===== src/rtl/spi_seq_pkg.sv =====
package spi_seq_pkg;
  localparam int WORD_W = 64;
  localparam int OP_W   = 8;
  localparam int SLOTS  = WORD_W / OP_W;
  localparam int PC_W   = $clog2(SLOTS) + 1;
  localparam int ADDR_W = 3;
  localparam int LOOP_W = 8;
  localparam int LOOP_LSB = 32;

  localparam logic [ADDR_W-1:0] A_CNT  = 3'd0;
  localparam logic [ADDR_W-1:0] A_CLK  = 3'd1;
  localparam logic [ADDR_W-1:0] A_TX   = 3'd2;
  localparam logic [ADDR_W-1:0] A_RX   = 3'd3;
  localparam logic [ADDR_W-1:0] A_SEQ  = 3'd4;
  localparam logic [ADDR_W-1:0] A_STAT = 3'd5;

  localparam int B_RX_FULL = 63;
  localparam int B_RX_UNR  = 61;
  localparam int B_TX_FULL = 59;
  localparam int B_TX_OVR  = 58;
  localparam int B_STATE   = 48;

  typedef enum logic [3:0] {
    ST_IDLE   = 4'b0001,
    ST_DECODE = 4'b0010,
    ST_WAIT   = 4'b0100,
    ST_SHIFT  = 4'b1000
  } eng_state_e;
endpackage


===== src/rtl/spi_seq_regs.sv =====
module spi_seq_regs
  import spi_seq_pkg::*;
#(
  parameter int DIV_W = 12
) (
  input  logic                 clk_i,
  input  logic                 rst_ni,
  input  logic                 wr_i,
  input  logic                 rd_i,
  input  logic [ADDR_W-1:0]    addr_i,
  input  logic [WORD_W-1:0]    wdata_i,
  output logic [WORD_W-1:0]    rdata_o,
  input  eng_state_e           state_i,
  input  logic                 tx_consume_i,
  input  logic                 rx_load_i,
  input  logic [WORD_W-1:0]    rx_data_i,
  output logic [LOOP_W-1:0]    loop_o,
  output logic [DIV_W-1:0]     div_o,
  output logic [WORD_W-1:0]    tx_data_o,
  output logic [WORD_W-1:0]    seq_o,
  output logic                 seq_start_o,
  output logic                 tx_full_o,
  output logic                 rx_full_o,
  output logic                 soft_rst_o
);
  logic [WORD_W-1:0] cnt_cfg_q, clk_cfg_q, tx_q, rx_q, seq_q, stat_w;
  logic tx_full_q, rx_full_q, tx_ovr_q, rx_unr_q, arm_q;
  logic wr_cnt, wr_clk, wr_tx, wr_stat, rd_rx, rst1_pat, rst2_pat;

  assign wr_cnt   = wr_i && addr_i == A_CNT;
  assign wr_clk   = wr_i && addr_i == A_CLK;
  assign wr_tx    = wr_i && addr_i == A_TX;
  assign wr_stat  = wr_i && addr_i == A_STAT;
  assign rd_rx    = rd_i && addr_i == A_RX;
  assign rst1_pat = wdata_i[36] && wdata_i[38];
  assign rst2_pat = wdata_i[37] && wdata_i[39];

  assign seq_start_o = wr_i && addr_i == A_SEQ && state_i == ST_IDLE;
  assign soft_rst_o  = wr_clk && arm_q && rst2_pat;

  always_ff @(posedge clk_i or negedge rst_ni) begin
    if (!rst_ni) begin
      cnt_cfg_q <= '0;
      clk_cfg_q <= '0;
      tx_q      <= '0;
      rx_q      <= '0;
      seq_q     <= '0;
      tx_full_q <= 1'b0;
      rx_full_q <= 1'b0;
      tx_ovr_q  <= 1'b0;
      rx_unr_q  <= 1'b0;
      arm_q     <= 1'b0;
    end else begin
      if (wr_cnt) cnt_cfg_q <= wdata_i;
      if (wr_clk) begin
        clk_cfg_q <= wdata_i;
        arm_q     <= rst1_pat;
      end
      if (seq_start_o) seq_q <= wdata_i;
      if (soft_rst_o) begin
        tx_full_q <= 1'b0;
        rx_full_q <= 1'b0;
        tx_ovr_q  <= 1'b0;
        rx_unr_q  <= 1'b0;
      end else begin
        if (tx_consume_i) tx_full_q <= 1'b0;
        if (wr_tx) begin
          if (tx_full_q) tx_ovr_q <= 1'b1;
          else begin
            tx_q      <= wdata_i;
            tx_full_q <= 1'b1;
          end
        end
        if (rd_rx) begin
          if (rx_full_q) rx_full_q <= 1'b0;
          else           rx_unr_q  <= 1'b1;
        end
        if (rx_load_i) begin
          rx_q      <= rx_data_i;
          rx_full_q <= 1'b1;
        end
        if (wr_stat && wdata_i == '0) begin
          tx_ovr_q <= 1'b0;
          rx_unr_q <= 1'b0;
        end
      end
    end
  end

  always_comb begin
    stat_w = '0;
    stat_w[B_RX_FULL] = rx_full_q;
    stat_w[B_RX_UNR]  = rx_unr_q;
    stat_w[B_TX_FULL] = tx_full_q;
    stat_w[B_TX_OVR]  = tx_ovr_q;
    stat_w[B_STATE +: 8] = {4'b0000, state_i};
  end

  always_comb begin
    unique case (addr_i)
      A_CNT:   rdata_o = cnt_cfg_q;
      A_CLK:   rdata_o = clk_cfg_q;
      A_TX:    rdata_o = tx_q;
      A_RX:    rdata_o = rx_q;
      A_SEQ:   rdata_o = seq_q;
      A_STAT:  rdata_o = stat_w;
      default: rdata_o = '0;
    endcase
  end

  assign loop_o    = cnt_cfg_q[LOOP_LSB +: LOOP_W];
  assign div_o     = clk_cfg_q[WORD_W-1 -: DIV_W];
  assign tx_data_o = tx_q;
  assign seq_o     = seq_q;
  assign tx_full_o = tx_full_q;
  assign rx_full_o = rx_full_q;

  assert_tx_full_clear_R4: assert property (@(posedge clk_i) disable iff (!rst_ni)
    $fell(tx_full_q) |-> $past(tx_consume_i || soft_rst_o));
  assert_rx_full_set_R5: assert property (@(posedge clk_i) disable iff (!rst_ni)
    $rose(rx_full_q) |-> $past(rx_load_i));
  assert_tx_hold_R9: assert property (@(posedge clk_i) disable iff (!rst_ni)
    tx_full_q && !tx_consume_i && !soft_rst_o |=> $stable(tx_q));
  assert_err_clear_R10: assert property (@(posedge clk_i) disable iff (!rst_ni)
    $fell(tx_ovr_q) || $fell(rx_unr_q) |-> $past(soft_rst_o || (wr_stat && wdata_i == '0)));
endmodule


===== src/rtl/spi_seq_shifter.sv =====
module spi_seq_shifter
  import spi_seq_pkg::*;
#(
  parameter int DIV_W = 12
) (
  input  logic              clk_i,
  input  logic              rst_ni,
  input  logic              abort_i,
  input  logic              start_i,
  input  logic              dir_out_i,
  input  logic [3:0]        nbytes_i,
  input  logic [WORD_W-1:0] tx_word_i,
  input  logic [DIV_W-1:0]  div_i,
  input  logic              miso_i,
  output logic              busy_o,
  output logic              done_o,
  output logic [WORD_W-1:0] rx_word_o,
  output logic              sck_o,
  output logic              mosi_o
);
  localparam int BC_W = $clog2(WORD_W) + 1;

  logic busy_q, ph_q, out_q, done_q, tick;
  logic [DIV_W-1:0]  div_cnt_q;
  logic [BC_W-1:0]   bit_cnt_q, last_bit_q;
  logic [WORD_W-1:0] sh_q;

  assign tick = busy_q && div_cnt_q == div_i;

  always_ff @(posedge clk_i or negedge rst_ni) begin
    if (!rst_ni) begin
      busy_q     <= 1'b0;
      ph_q       <= 1'b0;
      out_q      <= 1'b0;
      done_q     <= 1'b0;
      div_cnt_q  <= '0;
      bit_cnt_q  <= '0;
      last_bit_q <= '0;
      sh_q       <= '0;
    end else begin
      done_q <= 1'b0;
      if (abort_i) begin
        busy_q <= 1'b0;
        ph_q   <= 1'b0;
      end else if (start_i) begin
        busy_q     <= 1'b1;
        ph_q       <= 1'b0;
        out_q      <= dir_out_i;
        div_cnt_q  <= '0;
        bit_cnt_q  <= '0;
        last_bit_q <= BC_W'({nbytes_i, 3'b000}) - BC_W'(1);
        sh_q       <= dir_out_i ? tx_word_i : '0;
      end else if (busy_q) begin
        if (tick) begin
          div_cnt_q <= '0;
          if (!ph_q) begin
            ph_q <= 1'b1;
            if (!out_q) sh_q <= {sh_q[WORD_W-2:0], miso_i};
          end else begin
            ph_q      <= 1'b0;
            bit_cnt_q <= bit_cnt_q + BC_W'(1);
            if (out_q) sh_q <= {sh_q[WORD_W-2:0], 1'b0};
            if (bit_cnt_q == last_bit_q) begin
              busy_q <= 1'b0;
              done_q <= 1'b1;
            end
          end
        end else begin
          div_cnt_q <= div_cnt_q + DIV_W'(1);
        end
      end
    end
  end

  assign busy_o    = busy_q;
  assign done_o    = done_q;
  assign rx_word_o = sh_q;
  assign sck_o     = ph_q;
  assign mosi_o    = busy_q && out_q && sh_q[WORD_W-1];

  assert_bit_bound_R4: assert property (@(posedge clk_i) disable iff (!rst_ni)
    busy_q |-> bit_cnt_q <= last_bit_q);
  assert_sck_on_tick_R7: assert property (@(posedge clk_i) disable iff (!rst_ni)
    busy_q && !tick && !abort_i && !start_i |=> $stable(ph_q));
endmodule


===== src/rtl/spi_seq_engine.sv =====
module spi_seq_engine
  import spi_seq_pkg::*;
#(
  parameter int NCS = 15
) (
  input  logic              clk_i,
  input  logic              rst_ni,
  input  logic              soft_rst_i,
  input  logic              start_i,
  input  logic [WORD_W-1:0] seq_i,
  input  logic [LOOP_W-1:0] loop_i,
  input  logic              tx_full_i,
  input  logic              rx_full_i,
  input  logic              sh_busy_i,
  input  logic              sh_done_i,
  output logic              sh_start_o,
  output logic              sh_dir_out_o,
  output logic [3:0]        sh_nbytes_o,
  output logic              tx_consume_o,
  output logic              rx_load_o,
  output eng_state_e        state_o,
  output logic [NCS-1:0]    cs_n_o
);
  eng_state_e        state_q;
  logic [PC_W-1:0]   pc_q;
  logic [LOOP_W-1:0] loop_q;
  logic [NCS-1:0]    cs_n_q;
  logic [3:0]        nbytes_q;
  logic              dir_q, ready;
  logic [WORD_W-1:0] seq_sh;
  logic [OP_W-1:0]   op;
  logic [3:0]        arg;

  assign seq_sh = seq_i << {pc_q[PC_W-2:0], 3'b000};
  assign op     = seq_sh[WORD_W-1 -: OP_W];
  assign arg    = op[3:0];
  assign ready  = dir_q ? tx_full_i : !rx_full_i;

  function automatic logic [NCS-1:0] cs_decode(input logic [3:0] n);
    logic [NCS-1:0] c;
    for (int i = 0; i < NCS; i++) c[i] = !(n == 4'(i + 1));
    return c;
  endfunction

  always_ff @(posedge clk_i or negedge rst_ni) begin
    if (!rst_ni) begin
      state_q  <= ST_IDLE;
      pc_q     <= '0;
      loop_q   <= '0;
      cs_n_q   <= '1;
      nbytes_q <= '0;
      dir_q    <= 1'b0;
    end else if (soft_rst_i) begin
      state_q <= ST_IDLE;
      cs_n_q  <= '1;
    end else begin
      unique case (state_q)
        ST_IDLE: if (start_i) begin
          pc_q    <= '0;
          loop_q  <= loop_i;
          state_q <= ST_DECODE;
        end
        ST_DECODE: begin
          if (pc_q[PC_W-1]) state_q <= ST_IDLE;
          else begin
            unique case (op[7:4])
              4'h1: begin
                cs_n_q <= cs_decode(arg);
                pc_q   <= pc_q + PC_W'(1);
              end
              4'h3, 4'h4: begin
                if (arg != 4'd0 && arg <= 4'd8) begin
                  dir_q    <= op[7:4] == 4'h3;
                  nbytes_q <= arg;
                  state_q  <= ST_WAIT;
                end else state_q <= ST_IDLE;
              end
              4'hE: begin
                if (arg[3]) state_q <= ST_IDLE;
                else if (loop_q != '0) begin
                  loop_q <= loop_q - LOOP_W'(1);
                  pc_q   <= {1'b0, arg[2:0]};
                end else pc_q <= pc_q + PC_W'(1);
              end
              default: state_q <= ST_IDLE;
            endcase
          end
        end
        ST_WAIT: if (ready) state_q <= ST_SHIFT;
        ST_SHIFT: if (sh_done_i) begin
          pc_q    <= pc_q + PC_W'(1);
          state_q <= ST_DECODE;
        end
        default: state_q <= ST_IDLE;
      endcase
    end
  end

  assign sh_start_o   = state_q == ST_WAIT && ready && !soft_rst_i;
  assign sh_dir_out_o = dir_q;
  assign sh_nbytes_o  = nbytes_q;
  assign tx_consume_o = state_q == ST_SHIFT && sh_done_i && dir_q;
  assign rx_load_o    = state_q == ST_SHIFT && sh_done_i && !dir_q;
  assign state_o      = state_q;
  assign cs_n_o       = cs_n_q;

  assert_state_onehot_R12: assert property (@(posedge clk_i) disable iff (!rst_ni)
    $onehot(state_q));
  assert_tx_ready_R8: assert property (@(posedge clk_i) disable iff (!rst_ni)
    sh_start_o && sh_dir_out_o |-> tx_full_i);
  assert_rx_ready_R8: assert property (@(posedge clk_i) disable iff (!rst_ni)
    sh_start_o && !sh_dir_out_o |-> !rx_full_i);
  assert_shift_live_R4: assert property (@(posedge clk_i) disable iff (!rst_ni)
    state_q == ST_SHIFT |-> sh_busy_i || sh_done_i);
  assert_cs_release_R11: assert property (@(posedge clk_i) disable iff (!rst_ni)
    soft_rst_i |=> &cs_n_q && state_q == ST_IDLE);
endmodule


===== src/rtl/spi_seq_master.sv =====
module spi_seq_master
  import spi_seq_pkg::*;
#(
  parameter int NCS   = 15,
  parameter int DIV_W = 12
) (
  input  logic              clk_i,
  input  logic              rst_ni,
  input  logic              reg_wr_i,
  input  logic              reg_rd_i,
  input  logic [ADDR_W-1:0] reg_addr_i,
  input  logic [WORD_W-1:0] reg_wdata_i,
  output logic [WORD_W-1:0] reg_rdata_o,
  output logic              sck_o,
  output logic              mosi_o,
  input  logic              miso_i,
  output logic [NCS-1:0]    cs_n_o
);
  eng_state_e        state;
  logic [LOOP_W-1:0] loop;
  logic [DIV_W-1:0]  div;
  logic [WORD_W-1:0] tx_data, seq, rx_word;
  logic seq_start, tx_full, rx_full, soft_rst;
  logic sh_start, sh_dir_out, sh_busy, sh_done, tx_consume, rx_load;
  logic [3:0] sh_nbytes;

  spi_seq_regs #(.DIV_W(DIV_W)) u_regs (
    .clk_i, .rst_ni,
    .wr_i(reg_wr_i), .rd_i(reg_rd_i), .addr_i(reg_addr_i),
    .wdata_i(reg_wdata_i), .rdata_o(reg_rdata_o),
    .state_i(state), .tx_consume_i(tx_consume), .rx_load_i(rx_load),
    .rx_data_i(rx_word), .loop_o(loop), .div_o(div), .tx_data_o(tx_data),
    .seq_o(seq), .seq_start_o(seq_start), .tx_full_o(tx_full),
    .rx_full_o(rx_full), .soft_rst_o(soft_rst)
  );

  spi_seq_engine #(.NCS(NCS)) u_engine (
    .clk_i, .rst_ni,
    .soft_rst_i(soft_rst), .start_i(seq_start), .seq_i(seq), .loop_i(loop),
    .tx_full_i(tx_full), .rx_full_i(rx_full),
    .sh_busy_i(sh_busy), .sh_done_i(sh_done),
    .sh_start_o(sh_start), .sh_dir_out_o(sh_dir_out), .sh_nbytes_o(sh_nbytes),
    .tx_consume_o(tx_consume), .rx_load_o(rx_load),
    .state_o(state), .cs_n_o(cs_n_o)
  );

  spi_seq_shifter #(.DIV_W(DIV_W)) u_shifter (
    .clk_i, .rst_ni,
    .abort_i(soft_rst), .start_i(sh_start), .dir_out_i(sh_dir_out),
    .nbytes_i(sh_nbytes), .tx_word_i(tx_data), .div_i(div), .miso_i,
    .busy_o(sh_busy), .done_o(sh_done), .rx_word_o(rx_word),
    .sck_o, .mosi_o
  );
endmodule


===== config.mk =====
export PLATFORM = sky130hd
export DESIGN_NAME = spi_seq_master
export DESIGN_NICKNAME = d
export VERILOG_FILES = /design/src/rtl/spi_seq_pkg.sv /design/src/rtl/spi_seq_regs.sv /design/src/rtl/spi_seq_shifter.sv /design/src/rtl/spi_seq_engine.sv /design/src/rtl/spi_seq_master.sv
export SDC_FILE = /design/constraint.sdc
export NUM_CORES = 1
export LEC_CHECK = 0
export BUFFER_PORTS_ARGS = -buffer_cell sky130_fd_sc_hd__buf_2
export CORE_MARGIN = 5
export CORE_UTILIZATION = 36
export DETAILED_ROUTE_END_ITERATION = 10
export GPL_TIMING_DRIVEN = 0
export PLACE_DENSITY = 0.59
export SYNTH_ARGS = -nofsm -noshare
export SYNTH_HDL_FRONTEND = slang
export SYNTH_SLANG_ARGS = --single-unit

===== constraint.sdc =====
create_clock -name clk_i -period 3.68 [get_ports clk_i]
set_input_delay 0.92 -clock clk_i [delete_from_list [all_inputs] [get_ports clk_i]]
set_output_delay 0.92 -clock clk_i [all_outputs]
set_load 0.02 [all_outputs]

==> Yosys cells after proc, flatten, opt, wreduce, memory -nomap -nowiden <==
Cells that the tools add are included.
{ "totals": {"register_bits": 455, "latchBits": 0, "mem_bits_rw": 0, "mem_bits_ro": 0, "in_bits": 72, "n_memories": 0} }
{ "op_classes": {"addsub": 5, "n_mul": 0, "n_div": 0, "n_lt_le_gt_ge": 1, "n_eq_ne": 47, "shift": 1, "n_mux": 74, "bitwise": 3, "reduce_logical": 72} }
{ "ops": {"columns": ["cell", "count"], "rows": [
  ["64-bit two-way mux", 7],
  ["64-bit one-hot mux with 6 select lines", 1],
  ["64-bit logical NOT", 1],
  ["64-bit by 6-bit left shift with 64-bit output", 1],
  ["15-bit two-way mux", 4],
  ["4-bit two-way mux", 11],
  ["4-bit == test, second input constant", 10],
  ["8-bit two-way mux", 5],
  ["12-bit two-way mux", 3],
  ["1-bit two-way mux", 33],
  ["7-bit two-way mux", 4],
  ["4-bit by 3-bit == test with 1-bit output, second input constant", 6],
  ["4-bit one-hot mux with 3 select lines", 2],
  ["1-bit logical AND", 21],
  ["3-bit nonzero test", 7],
  ["1-bit logical NOT", 18],
  ["4-bit by 2-bit == test with 1-bit output, second input constant", 4],
  ["4-bit one-hot mux with 4 select lines", 1],
  ["8-bit one-hot mux with 2 select lines", 1],
  ["5-bit AND reduction", 3],
  ["7-bit AND reduction", 2],
  ["12-bit by 1-bit adder with 12-bit output, second input constant", 1],
  ["12-bit == test", 1],
  ["4-bit by 1-bit == test with 1-bit output, second input constant", 3],
  ["other kinds (27)", 53]
]} }

==> Logic depth before layout (Yosys ltp) <==
{ "depth": {"depth_word": 8, "depth_mapped": 10, "depth_no_buf": 8} }

==> Hierarchy <==
Synthesis repeated with hierarchy kept, for this count alone.
{ "hier_totals": {"cells_unflattened": 1924, "hier_area_um2": 22734.3} }
{ "by_module_without_submodules": {"columns": ["mod", "instances", "cells_per_inst", "area_each_um2"], "rows": [
  ["spi_seq_regs", 1, 1226, 15164.5],
  ["spi_seq_shifter", 1, 456, 5016.1],
  ["spi_seq_engine", 1, 242, 2553.7]
]} }

==> Worst setup path before layout <==
No wires, ideal clock.
{ "synth_path": {"path_type": "input to output", "startpoint": "input reg_addr_i[0]", "endpoint": "output reg_rdata_o[20]", "arrival_ns": 2.501, "setup_slack_ns": 0.259, "cell_stages": 6, "path_buffers": 2, "path_cell_list": "clkbuf_1 -> inv_1 -> nor2_1 -> clkbuf_1 -> a22oi_1 -> o22ai_1"} }
{ "synth_between": {"elab_chain_len": 2, "word_cells_on_any_way": 7, "cone_classes": "eq/ne (5); mux (1); reduce/logical (1)"} }
{ "synth_rtl": {"columns": ["item", "line_no", "text"], "rows": [
  ["start, declared", "spi_seq_master.sv:11", "input logic [ADDR_W-1:0] reg_addr_i,"],
  ["3-bit == test, or another cell as far along", "spi_seq_regs.sv:100", "unique case (addr_i)"],
  ["64-bit one-hot mux with 6 select lines (*)", "spi_seq_regs.sv:100", null],
  ["end, declared", "spi_seq_master.sv:13", "output logic [WORD_W-1:0] reg_rdata_o,"]
]} }
Every way passes the cells marked *; elsewhere a longest branch is shown, timed or not.

==> Final worst setup path <==
{ "layout_path": {"startpoint": "input reg_addr_i[0]", "endpoint": "output reg_rdata_o[48]"} }
The elaborated chain is that of the path after synthesis.

==> results by group <==
Drt
  – Initial drt markers: 1381
  – Final wirelength: 71.50 mm
  – Vias per inst: 5.748
  – Final ANT Viol Nets: 0
  – WL per Instance: 25.19 µm
  – Via count: roughly 16000
  – Drt pass-1 iters: 6
  – Residual DRC count: 0

Run status
  – Failing checks: setup timing
  – Status: complete, but fails checks

STA
  – Relative slew slack: 18.57%
  – Tightest Pin Transition: approximately 1.2 ns
  – Max Transition Viols Final: 0
  – PnR worst setup slack: -0.02063 ns
  – Final hold violation count: 0
  – Minimum clock period: 3.701 ns
  – Fmax: 0.2702 GHz
  – Period utilisation layout: 100.6%
  – Unrepaired setup endpoints after global routing: true
  – Setup Skew: 0.01901 ns
  – WHS: ~0.20 ns
  – Final setup violation count: 1

Global routing
  – First-pass GRT wire length: 105.6 mm
  – Number of global-route vias before repair: 16243
  – Largest net degree at the start of global routing: roughly 130
  – Initial antenna violation count: 6
  – GRT Total Usage: 21.44%
  – Total congestion overflow: 0

Critical path
  – CP max FO: 10
  – Critical path origin: reg_addr_i[0]
  – Critical path data arrival time: 2.78 ns
  – Crit. End Element: output port
  – Cell breakdown of the critical path: buf_2 > clkbuf_2 > buf_2 > buf_4 > a31oi_1 > o22ai_1 > buf_2
  – Worst setup endpoint: reg_rdata_o[48]
  – Buffers and inverters on the worst path: 5
  – CP Depth: 7
  – CP peak stage delay: 0.41 ns
  – Critical path class: in2out
  – Worst reg2reg startpoint: u_engine.state_o[0]$_DFFE_PN1P_
  – Most used cell, CP: buf_2
  – Reg2reg end: u_shifter.rx_word_o[49]$_DFFE_PN0P_
  – Critical Path Start Type: input pin
  – Critical path's slowest cell: o22ai_1
  – CP top delay family: buffers and inverters
  – R2R Setup Slk: 0.32 ns
  – Worst path required time: around 2.8 ns
  – Cells on worst reg2reg path: 8

Logic synthesis
  – Ranking of synthesized cells by area: dfrtp_1 51%, mux2_2 17%, mux2i_1 5.2%, a22oi_1 3.0%, o21ai_0 2.2%
  – Yosys top cell area share: around half
  – Post-synth EDFFs: 0
  – Synth warn: 0
  – Post-Synthesis Cells: 1820
  – Synthesized cell area: around 22000 µm²
  – Syn_area_per_cell: 11.85 µm²
  – Synthesis-stage register bit count: 453
  – Synth area leader: dfrtp_1
  – Syn Nets: approximately 1900
  – Unique cell type count in the Yosys netlist: 74
  – Top FF cell, synth: dfrtp_1
  – Asr flop ratio synth: 100.0%
  – Register area share after synthesis: a little over half

Power
  – Pwr/cell area: approximately 660 nW/µm²
  – VDD IR max: 0.3235 mV
  – Lkg Pwr: 11.03 nW
  – Power Total: 16.63 mW

CTS
  – Clock sinks: 453
  – Root buf cell: clkbuf_16
  – Worst-path clk slew: around 0.06 ns
  – Max clock buf depth: 3
  – CTS tree: yes
  – Htree depth: 2
  – TritonCTS buffer count: 49
  – Worst-skew pair later-pin latency: approximately 0.6 ns

Floorplanning
  – Die H: between 200 and 300 µm
  – Die X: around 250 µm
  – Die area: between 60000 and 70000 µm²
  – Initial Util: 36.42%
  – Site Rows: 89
  – Total core area: 59240 µm²
  – Top Ports: roughly 150

Finish
  – # nets final: 2101
  – Commonest non-fill, non-tap cell in the layout: dfrtp_1
  – Final Cell Area: about 25000 µm²
  – Most frequent cells in the layout: 437 x dfrtp_1, 323 x mux2_2, 164 x buf_2, 116 x nand2_1, 113 x mux2i_1
  – Synthesis-to-layout area growth: 17.49%
  – Final std cells w/o fill: 2838
  – Layout cell share with drive strength beyond 1: 32.98%

Placement
  – Routability Congestion: 0.8949
  – Placed insts: 2749
  – Port Buf Inserts: 152
  – Post-DP Area: 23420 µm²
  – Dpl hpwl: 52.37 mm

Min path
  – Hold crit path type: in2async

Flow run
  – Max-Cap Viols: 0
registers in the layout, summed over array words and instances, names as in the netlist, 7 cells and up:
name and count:
u_regs.clk_cfg_q 64, u_regs.cnt_cfg_q 64, u_regs.rx_q 64, u_regs.seq_o 64, u_regs.tx_data_o 64, u_shifter.rx_word_o 64
u_engine.cs_n_o 15, u_shifter.div_cnt_q 12, u_engine.loop_q 8, u_shifter.bit_cnt_q 7
power by group:
part	leakage [nW]	internal, mW	switching, mW	total, mW
registers	5.75	6.16	1.05	7.22
clock network	0.848	3.20	2.09	5.29
logic	4.43	1.91	2.22	4.12
per-stage QoR:
step           util (%)  setup WS (ns)   TNS, ns
6_report          42.78       -0.02063  -0.02063
4_1_cts           42.70       0.005452         0
5_1_grt           42.77       -0.06123   -0.2077
2_1_floorplan         -         0.2593         0
3_3_place_gp      39.33         -7.542  -3544.24
3_5_place_dp      39.53         -1.337   -202.31
worst min-delay path by stage:
| stage | start | end | slack (ns) |
|---|---|---|---|
| floorplan | u_shifter.last_bit_q[2]$_DFFE_PN0P_ | u_shifter.last_bit_q[2]$_DFFE_PN0P_ | 0.46 |
| global placement | u_regs.cnt_cfg_q[62]$_DFFE_PN0P_ | u_regs.cnt_cfg_q[62]$_DFFE_PN0P_ | 0.49 |
| detailed placement | u_engine.cs_n_o[5]$_DFFE_PN1P_ | u_engine.cs_n_o[5]$_DFFE_PN1P_ | 0.49 |
| CTS | rst_ni | u_shifter.bit_cnt_q[4]$_DFFE_PN0P_ | 0.19 |
| global route | rst_ni | u_shifter.bit_cnt_q[4]$_DFFE_PN0P_ | 0.20 |
| finish | rst_ni | u_shifter.bit_cnt_q[4]$_DFFE_PN0P_ | 0.20 |
routing by layer:
| metal | global-route usage, % | routed length [µm] |
|---|---|---|
| met1 | 29.81 | 31110 |
| met2 | 33.78 | 33010 |
| met4 | 6.241 | 2151 |
| met5 | 0 | 82 |
| met3 | 4.977 | 5141 |
layout make-up:
| cell class | count | area (µm²) |
|---|---|---|
| fill | 5565 | 33900 |
| clock buffer | 69 | 1433 |
| timing repair buffer | 157 | 888.4 |
| sequential | 453 | 11360 |
| antenna | 3 | 7.507 |
| buffer | 123 | 576.8 |
| multi-input combinational | 1221 | 9756 |
| clock inverter | 20 | 290.3 |
| inverter | 19 | 71.32 |
| tap | 773 | 967.2 |
Yosys cell counts, drive strengths merged (19+ instances only):
cell / n
xnor2: 21
a21oi: 78
clkbuf: 102
nor2: 105
mux2i: 113
dfrtp: 437
buf: 25
nand2: 116
nor4: 27
a22oi: 85
inv: 19
mux2: 329
o22ai: 61
o21ai: 95
what timing repair did:
item / 4_1_cts / 5_1_grt
endpoints found under the setup margin: 177 / 45
pin swaps: 1 / 0
hold buffers: 0 / 0
gates cloned: 0 / 0
resized for setup: 81 / 13
buffers inserted: 1 / 0
logic make-up after synthesis:
kind of cell | synth area share (%)
muxes | 24.35
AOI/OAI and AO/OA | 11.14
adders and majority gates | 0.2900
buffers and inverters | 2.668
and+or+nand+nor | 7.656
xor gates and xnor gates | 1.259
DFF | 52.64
Note: power is estimated with default switching activity, not from simulation.
